**config.mk**
```make
export PLATFORM = sky130hd
export DESIGN_NAME = pwm_chan
export DESIGN_NICKNAME = d
export VERILOG_FILES = /design/src/rtl/pwm_chan_pkg.sv /design/src/rtl/pwm_regs.sv /design/src/rtl/pwm_counter.sv /design/src/rtl/pwm_out.sv /design/src/rtl/pwm_chan.sv
export SDC_FILE = /design/constraint.sdc
export NUM_CORES = 1
export LEC_CHECK = 0
export ABC_AREA = 1
export BUFFER_PORTS_ARGS = -buffer_cell sky130_fd_sc_hd__buf_2
export CAP_MARGIN = 20
export CORE_MARGIN = 4
export CORE_UTILIZATION = 45
export DETAILED_ROUTE_END_ITERATION = 7
export GPL_ROUTABILITY_DRIVEN = 1
export GPL_TIMING_DRIVEN = 0
export HOLD_SLACK_MARGIN = 0.08
export PLACE_DENSITY = 0.75
export SYNTH_ARGS = -nofsm -noshare
export SYNTH_HDL_FRONTEND = slang
export SYNTH_SLANG_ARGS = --single-unit
```
**constraint.sdc**
```tcl
create_clock -name clk_i -period 2.4 [get_ports clk_i]
set_input_delay 0.48 -clock clk_i [delete_from_list [all_inputs] [get_ports clk_i]]
set_output_delay 0.48 -clock clk_i [all_outputs]
set_load 0.03 [all_outputs]
```
**src/rtl/pwm_chan_pkg.sv**
```systemverilog
package pwm_chan_pkg;
  localparam int unsigned ADDR_W = 2;
  typedef enum logic [ADDR_W-1:0] {
    REG_CNT  = 2'd0,
    REG_PER  = 2'd1,
    REG_DUTY = 2'd2
  } reg_sel_e;
endpackage

```
**src/rtl/pwm_regs.sv**
```systemverilog
module pwm_regs #(
  parameter int unsigned W = 8
) (
  input  logic         clk_i,
  input  logic         rst_ni,
  input  logic         per_we_i,
  input  logic         duty_we_i,
  input  logic [W-1:0] wdata_i,
  input  logic         load_i,
  output logic [W-1:0] per_o,
  output logic [W-1:0] duty_o
);
  logic [W-1:0] per_buf_q, duty_buf_q, per_act_q, duty_act_q;

  always_ff @(posedge clk_i or negedge rst_ni) begin
    if (!rst_ni) begin
      per_buf_q  <= '0;
      duty_buf_q <= '0;
    end else begin
      if (per_we_i)  per_buf_q  <= wdata_i;
      if (duty_we_i) duty_buf_q <= wdata_i;
    end
  end

  // active pair only moves on load (boundary or counter write)
  always_ff @(posedge clk_i or negedge rst_ni) begin
    if (!rst_ni) begin
      per_act_q  <= '0;
      duty_act_q <= '0;
    end else if (load_i) begin
      per_act_q  <= per_buf_q;
      duty_act_q <= duty_buf_q;
    end
  end

  assign per_o  = per_act_q;
  assign duty_o = duty_act_q;

  assert_reload_R3: assert property (@(posedge clk_i) disable iff (!rst_ni)
    load_i |=> (per_act_q == $past(per_buf_q)) && (duty_act_q == $past(duty_buf_q)));

  assert_no_stray_load_R3: assert property (@(posedge clk_i) disable iff (!rst_ni)
    !load_i |=> $stable(per_act_q) && $stable(duty_act_q));
endmodule

```
**src/rtl/pwm_counter.sv**
```systemverilog
module pwm_counter #(
  parameter int unsigned W = 8
) (
  input  logic         clk_i,
  input  logic         rst_ni,
  input  logic         step_i,
  input  logic         center_i,
  input  logic         cnt_wr_i,
  input  logic         wr_blk_i,
  input  logic         per_blk_i,
  input  logic [W-1:0] per_i,
  output logic [W-1:0] cnt_o,
  output logic         per_start_o
);
  localparam logic [W-1:0] ZERO = '0;
  localparam logic [W-1:0] ONE  = W'(1);

  logic [W-1:0] cnt_q, cnt_d;
  logic         up_q, up_d;
  logic         edge_match;

  assign edge_match = (cnt_q == per_i);

  always_comb begin
    cnt_d = cnt_q;
    up_d  = up_q;
    if (cnt_wr_i) begin
      if (!wr_blk_i) begin
        cnt_d = ZERO;
        up_d  = 1'b1;
      end
    end else if (step_i) begin
      if (!center_i) begin
        up_d  = 1'b1;
        cnt_d = (edge_match && !per_blk_i) ? ZERO : cnt_q + ONE;
      end else if (up_q) begin
        if (cnt_q >= per_i) begin
          up_d  = 1'b0;
          cnt_d = (cnt_q == ZERO) ? ZERO : cnt_q - ONE;
        end else begin
          cnt_d = cnt_q + ONE;
        end
      end else begin
        if (cnt_q == ZERO) begin
          up_d = 1'b1;
        end else begin
          cnt_d = cnt_q - ONE;
          if (cnt_q == ONE) up_d = 1'b1;
        end
      end
    end
  end

  always_comb begin
    per_start_o = 1'b0;
    if (step_i && !cnt_wr_i) begin
      if (!center_i) per_start_o = edge_match;
      else           per_start_o = (cnt_q != ZERO) && (cnt_d == ZERO);
    end
  end

  always_ff @(posedge clk_i or negedge rst_ni) begin
    if (!rst_ni) begin
      cnt_q <= '0;
      up_q  <= 1'b1;
    end else begin
      cnt_q <= cnt_d;
      up_q  <= up_d;
    end
  end

  assign cnt_o = cnt_q;

  assert_wr_clear_R2: assert property (@(posedge clk_i) disable iff (!rst_ni)
    (cnt_wr_i && !wr_blk_i) |=> (cnt_q == ZERO));

  assert_idle_hold_R5: assert property (@(posedge clk_i) disable iff (!rst_ni)
    (!step_i && !cnt_wr_i) |=> $stable(cnt_q));

  assert_edge_restart_R6: assert property (@(posedge clk_i) disable iff (!rst_ni)
    (step_i && !cnt_wr_i && !center_i && edge_match && !per_blk_i) |=> (cnt_q == ZERO));

  assert_edge_no_restart_R7: assert property (@(posedge clk_i) disable iff (!rst_ni)
    (step_i && !cnt_wr_i && !center_i && per_blk_i) |=> (cnt_q == $past(cnt_q) + ONE));

  assert_center_down_R8: assert property (@(posedge clk_i) disable iff (!rst_ni)
    (step_i && !cnt_wr_i && center_i && !up_q && (cnt_q != ZERO)) |=> (cnt_q == $past(cnt_q) - ONE));
endmodule

```
**src/rtl/pwm_out.sv**
```systemverilog
module pwm_out #(
  parameter int unsigned W = 8
) (
  input  logic [W-1:0] cnt_i,
  input  logic [W-1:0] per_i,
  input  logic [W-1:0] duty_i,
  input  logic         pol_i,
  output logic         pwm_o
);
  logic open_phase;

  // nonzero duty at/above period pins the opening level
  assign open_phase = (cnt_i < duty_i) || ((duty_i != '0) && (duty_i >= per_i));
  assign pwm_o      = open_phase ? pol_i : ~pol_i;
endmodule

```
**src/rtl/pwm_chan.sv**
```systemverilog
module pwm_chan
  import pwm_chan_pkg::*;
#(
  parameter int unsigned W = 8
) (
  input  logic              clk_i,
  input  logic              rst_ni,
  input  logic              tick_i,
  input  logic              en_i,
  input  logic              center_i,
  input  logic              pol_i,
  input  logic              special_i,
  input  logic              tst_no_wr_rst_i,
  input  logic              tst_no_per_rst_i,
  input  logic              bus_we_i,
  input  logic [ADDR_W-1:0] bus_addr_i,
  input  logic [W-1:0]      bus_wdata_i,
  output logic [W-1:0]      bus_rdata_o,
  output logic              pwm_o
);
  logic         step, cnt_wr, wr_blk, per_blk, per_start;
  logic [W-1:0] cnt, per_act, duty_act;

  assign step    = en_i & tick_i;
  assign cnt_wr  = bus_we_i && (bus_addr_i == REG_CNT);
  assign wr_blk  = special_i & tst_no_wr_rst_i;
  assign per_blk = special_i & tst_no_per_rst_i;

  pwm_regs #(.W(W)) u_regs (
    .clk_i     (clk_i),
    .rst_ni    (rst_ni),
    .per_we_i  (bus_we_i && (bus_addr_i == REG_PER)),
    .duty_we_i (bus_we_i && (bus_addr_i == REG_DUTY)),
    .wdata_i   (bus_wdata_i),
    .load_i    (cnt_wr | per_start),
    .per_o     (per_act),
    .duty_o    (duty_act)
  );

  pwm_counter #(.W(W)) u_cnt (
    .clk_i       (clk_i),
    .rst_ni      (rst_ni),
    .step_i      (step),
    .center_i    (center_i),
    .cnt_wr_i    (cnt_wr),
    .wr_blk_i    (wr_blk),
    .per_blk_i   (per_blk),
    .per_i       (per_act),
    .cnt_o       (cnt),
    .per_start_o (per_start)
  );

  pwm_out #(.W(W)) u_out (
    .cnt_i  (cnt),
    .per_i  (per_act),
    .duty_i (duty_act),
    .pol_i  (pol_i),
    .pwm_o  (pwm_o)
  );

  assign bus_rdata_o = cnt;

  assert_blocked_wr_R4: assert property (@(posedge clk_i) disable iff (!rst_ni)
    (cnt_wr && special_i && tst_no_wr_rst_i) |=> $stable(bus_rdata_o));

  assert_duty_zero_R10: assert property (@(posedge clk_i) disable iff (!rst_ni)
    (duty_act == '0) |-> (pwm_o == ~pol_i));

  assert_duty_full_R10: assert property (@(posedge clk_i) disable iff (!rst_ni)
    ((duty_act != '0) && (duty_act >= per_act)) |-> (pwm_o == pol_i));
endmodule

```
==> flow_metrics.env <==
export IMPL_synth_edf_count=0
export IMPL_ys_warn_count=0
export IMPL_required_ps=2630
export IMPL_synth_area_leaders="dfrtp_1 32%, nand2_1 13%, ha_1 11%"
export IMPL_io_buffers=28
export IMPL_final_period_utilization_pct=111
export IMPL_crit_fanout=7
export IMPL_cp_slowest_cell="dfrtp_2"
export IMPL_cts_tree="built"
export IMPL_gr_usage_all_layers_pct=19.6
export IMPL_p_per_area_mw_per_mm2=958
export IMPL_syn_nets=464
export IMPL_yosysTopAreaCellShare_pct=32.1
export IMPL_start_util_pct=46.1
export IMPL_setup_tns_final_ps=-3820
export IMPL_worst_path_largest_cell_delay_ps=470
export IMPL_critical_path_class="reg -> reg"
export IMPL_area_growth_pct=36.9
export IMPL_multi_input_area_sq_mm=0.00207
export IMPL_first_pass_iters=5
export IMPL_cp_top_family="simple AND/OR/NAND/NOR gates"
export IMPL_diodes=0
export IMPL_core_area_sq_mm=0.00676
export IMPL_status="finished with violations"
export IMPL_root_buffer="clkbuf_8"
export IMPL_power_leakage_uw=0.00219
export IMPL_crit_path_frequent_cell="nand2_1"
export IMPL_final_nets=548
export IMPL_die_x_microns=91.2
export IMPL_min_path_type="in -> async"
export IMPL_relSlewSlack_pct=39.0
export IMPL_most_common_layout_cells="94 x nand2_1, 50 x inv_1, 37 x buf_4"
export IMPL_dp_final_hpwl_microns=5230
export IMPL_max_clock_freq_mhz=376
export IMPL_grt_overflow=0
export IMPL_grt_pass1_vias=3006
export IMPL_clk_path_buf_depth=2
export IMPL_syn_area_sq_mm=0.00312
export IMPL_cp_cell_sequence="ha_4 -> nand2_4 -> nor2_4 -> nand2_2 -> nand2_2 -> nor2_4 -> nand3_4 -> o21ai_1 -> nand3_1 -> nand2_1 -> nand2_1 -> nand2_1 -> nor2_2 -> nand2_1 -> o21ai_2 -> nand2_4 -> nand2_8 -> clkbuf_16 -> nand2_2 -> nand2_1"
export IMPL_fin_skew_ps=5.31
export IMPL_drt_antenna_violating_nets=0
export IMPL_worstMarginPinSlew_ps=914
export IMPL_clock_sinks=41
export IMPL_cp_start_kind="register"
export IMPL_utilization_pct=63.1
export IMPL_die_area_sq_mm=0.00832
export IMPL_cts_buffers=5
export IMPL_ir_drop_mv=0.498
export IMPL_violations="negative setup slack"
export IMPL_num_vias=3045
export IMPL_timing_hold_ws_ps=310
export IMPL_rsz0062_at_grt="true"
export IMPL_rows=30
export IMPL_final_max_slew_viol_count=0
export IMPL_worstPathArrival_ps=2900
export IMPL_hold_violations=0
export IMPL_cts_hold_buffers_added=0
export IMPL_ys_flop_type="dfrtp_1"
export IMPL_drc=0
export IMPL_grt_first_pass_wirelength_microns=13500
export IMPL_p_total_uw=4090
export IMPL_ios=29
export IMPL_setup_ws_ps=-261
export IMPL_routedWlPerCell_microns=14.4
export IMPL_insertion_delay_ps=290
export IMPL_setup_violations=17
export IMPL_final_common_cell="nand2_1"
export IMPL_routed_wl_microns=8380
export IMPL_seq_area_sq_mm=0.00104
export IMPL_async_flop_share_pct=100
export IMPL_crit_path_end_kind="register"
export IMPL_ys_ff_latch=41
export IMPL_ys_seq_area_share_pct=33.0
export IMPL_synthCells=416
export IMPL_fin_crit_ps=2660
export IMPL_drive_gt1_share_pct=39.3
export IMPL_gp_congestion=0.917
export IMPL_antenna_found_initial=0
export IMPL_pre_cts_ws_ps=-384
export IMPL_die_h_microns=91.2
export IMPL_clkTransAtPathRegs_ps=80
export IMPL_critPathBufInv=1
export IMPL_avgSynthCellArea_sq_um=7.49
export IMPL_viasPerCell=5.24
export IMPL_htree_levels=2
export IMPL_yosys_cell_types_count=36
export IMPL_netlist_top_cell_by_area="dfrtp_1"
export IMPL_cap_viol_max_count=0
export IMPL_grt_max_degree=42
export IMPL_drt_iter0_drc=153
export IMPL_n_fill_cell=574
## sequential cells by signal (all words and copies together) (netlist names)
name and count:
u_cnt.cnt_o 8, u_cnt.up_q 1, u_regs.duty_buf_q 8, u_regs.duty_o 8, u_regs.per_buf_q 8, u_regs.per_o 8
## where the power goes
| part | switching [uW] | internal, uW | total, uW |
|---|---|---|---|
| logic | 1360 | 1150 | 2510 |
| registers | 172 | 851 | 1020 |
| clock network | 247 | 312 | 559 |
## kinds of logic (layout without fill, tap and decap cells)
kind of cell | Yosys count | in the layout | synth area share, %
AO/OA/AOI/OAI | 54 | 54 | 9.47
XOR/XNOR | 8 | 8 | 2.25
AND/OR/NAND/NOR | 210 | 210 | 33.1
buffers and inverters | 75 | 160 | 11.0
flip-flops | 41 | 41 | 33.0
adder cells (fa/ha/maj) | 28 | 28 | 11.2
## repair_timing
| item | CTS | global route |
|---|---|---|
| gates cloned | 0 | 2 |
| pin swaps | 15 | 27 |
| resized for setup | 52 | 31 |
| endpoints found under the setup margin | 17 | 18 |
| setup buffers | 38 | 12 |
| endpoints found under the hold margin | 0 | 0 |
## final cells by class
| type | instances | area share, % |
|---|---|---|
| tap | 80 | 2.35 |
| clock inverter | 2 | 0.909 |
| sequential | 41 | 24.3 |
| buffer | 13 | 2.67 |
| multi-input combinational | 300 | 48.5 |
| inverter | 62 | 5.63 |
| clock buffer | 6 | 1.70 |
| timing repair buffer | 77 | 13.9 |
## final timing paths
kind                                 startpoint              endpoint  slack (ps)  depth (start not counted)
setup / recovery                 u_cnt.cnt_o[7]      u_regs.duty_o[3]        -260                         20
hold / removal                           rst_ni   u_regs.per_buf_q[7]         310                          1
setup reg to reg                 u_cnt.cnt_o[7]      u_regs.duty_o[3]        -260                         20
hold reg to reg            u_regs.duty_buf_q[0]      u_regs.duty_o[0]         480                          2
max in group asynchronous                rst_ni        u_cnt.cnt_o[1]        1450                          1
min in group clk_i               bus_wdata_i[4]  u_regs.duty_buf_q[4]         440                          3
## Yosys cell counts, drive strengths merged (2+ instances only)
master,number
nand3,44
buf,11
ha,28
nor2,22
xor2,6
o21ai,34
inv,62
nand2,130
a21oi,13
clkbuf,2
o211ai,2
xnor2,2
o2111ai,2
dfrtp,40
nand4,12
## metal layers
metal / vias to the layer above / GRT usage [%] / share of wire, %
li1: 1517 / - / -
met1: 1434 / 23.4 / 40
met2: 79 / 36.2 / 54
met3: 15 / 2.82 / 4.1
met4: 0 / 5.53 / 1.8
met5: - / 0 / 0
## through the flow
stage	std cells	area, sq um
2_1_floorplan	416	3130
3_3_place_gp	524	3370
3_5_place_dp	524	3370
4_1_cts	570	4040
5_1_grt	581	4270
6_report	581	4270
Power figures use the tool's default switching activity.
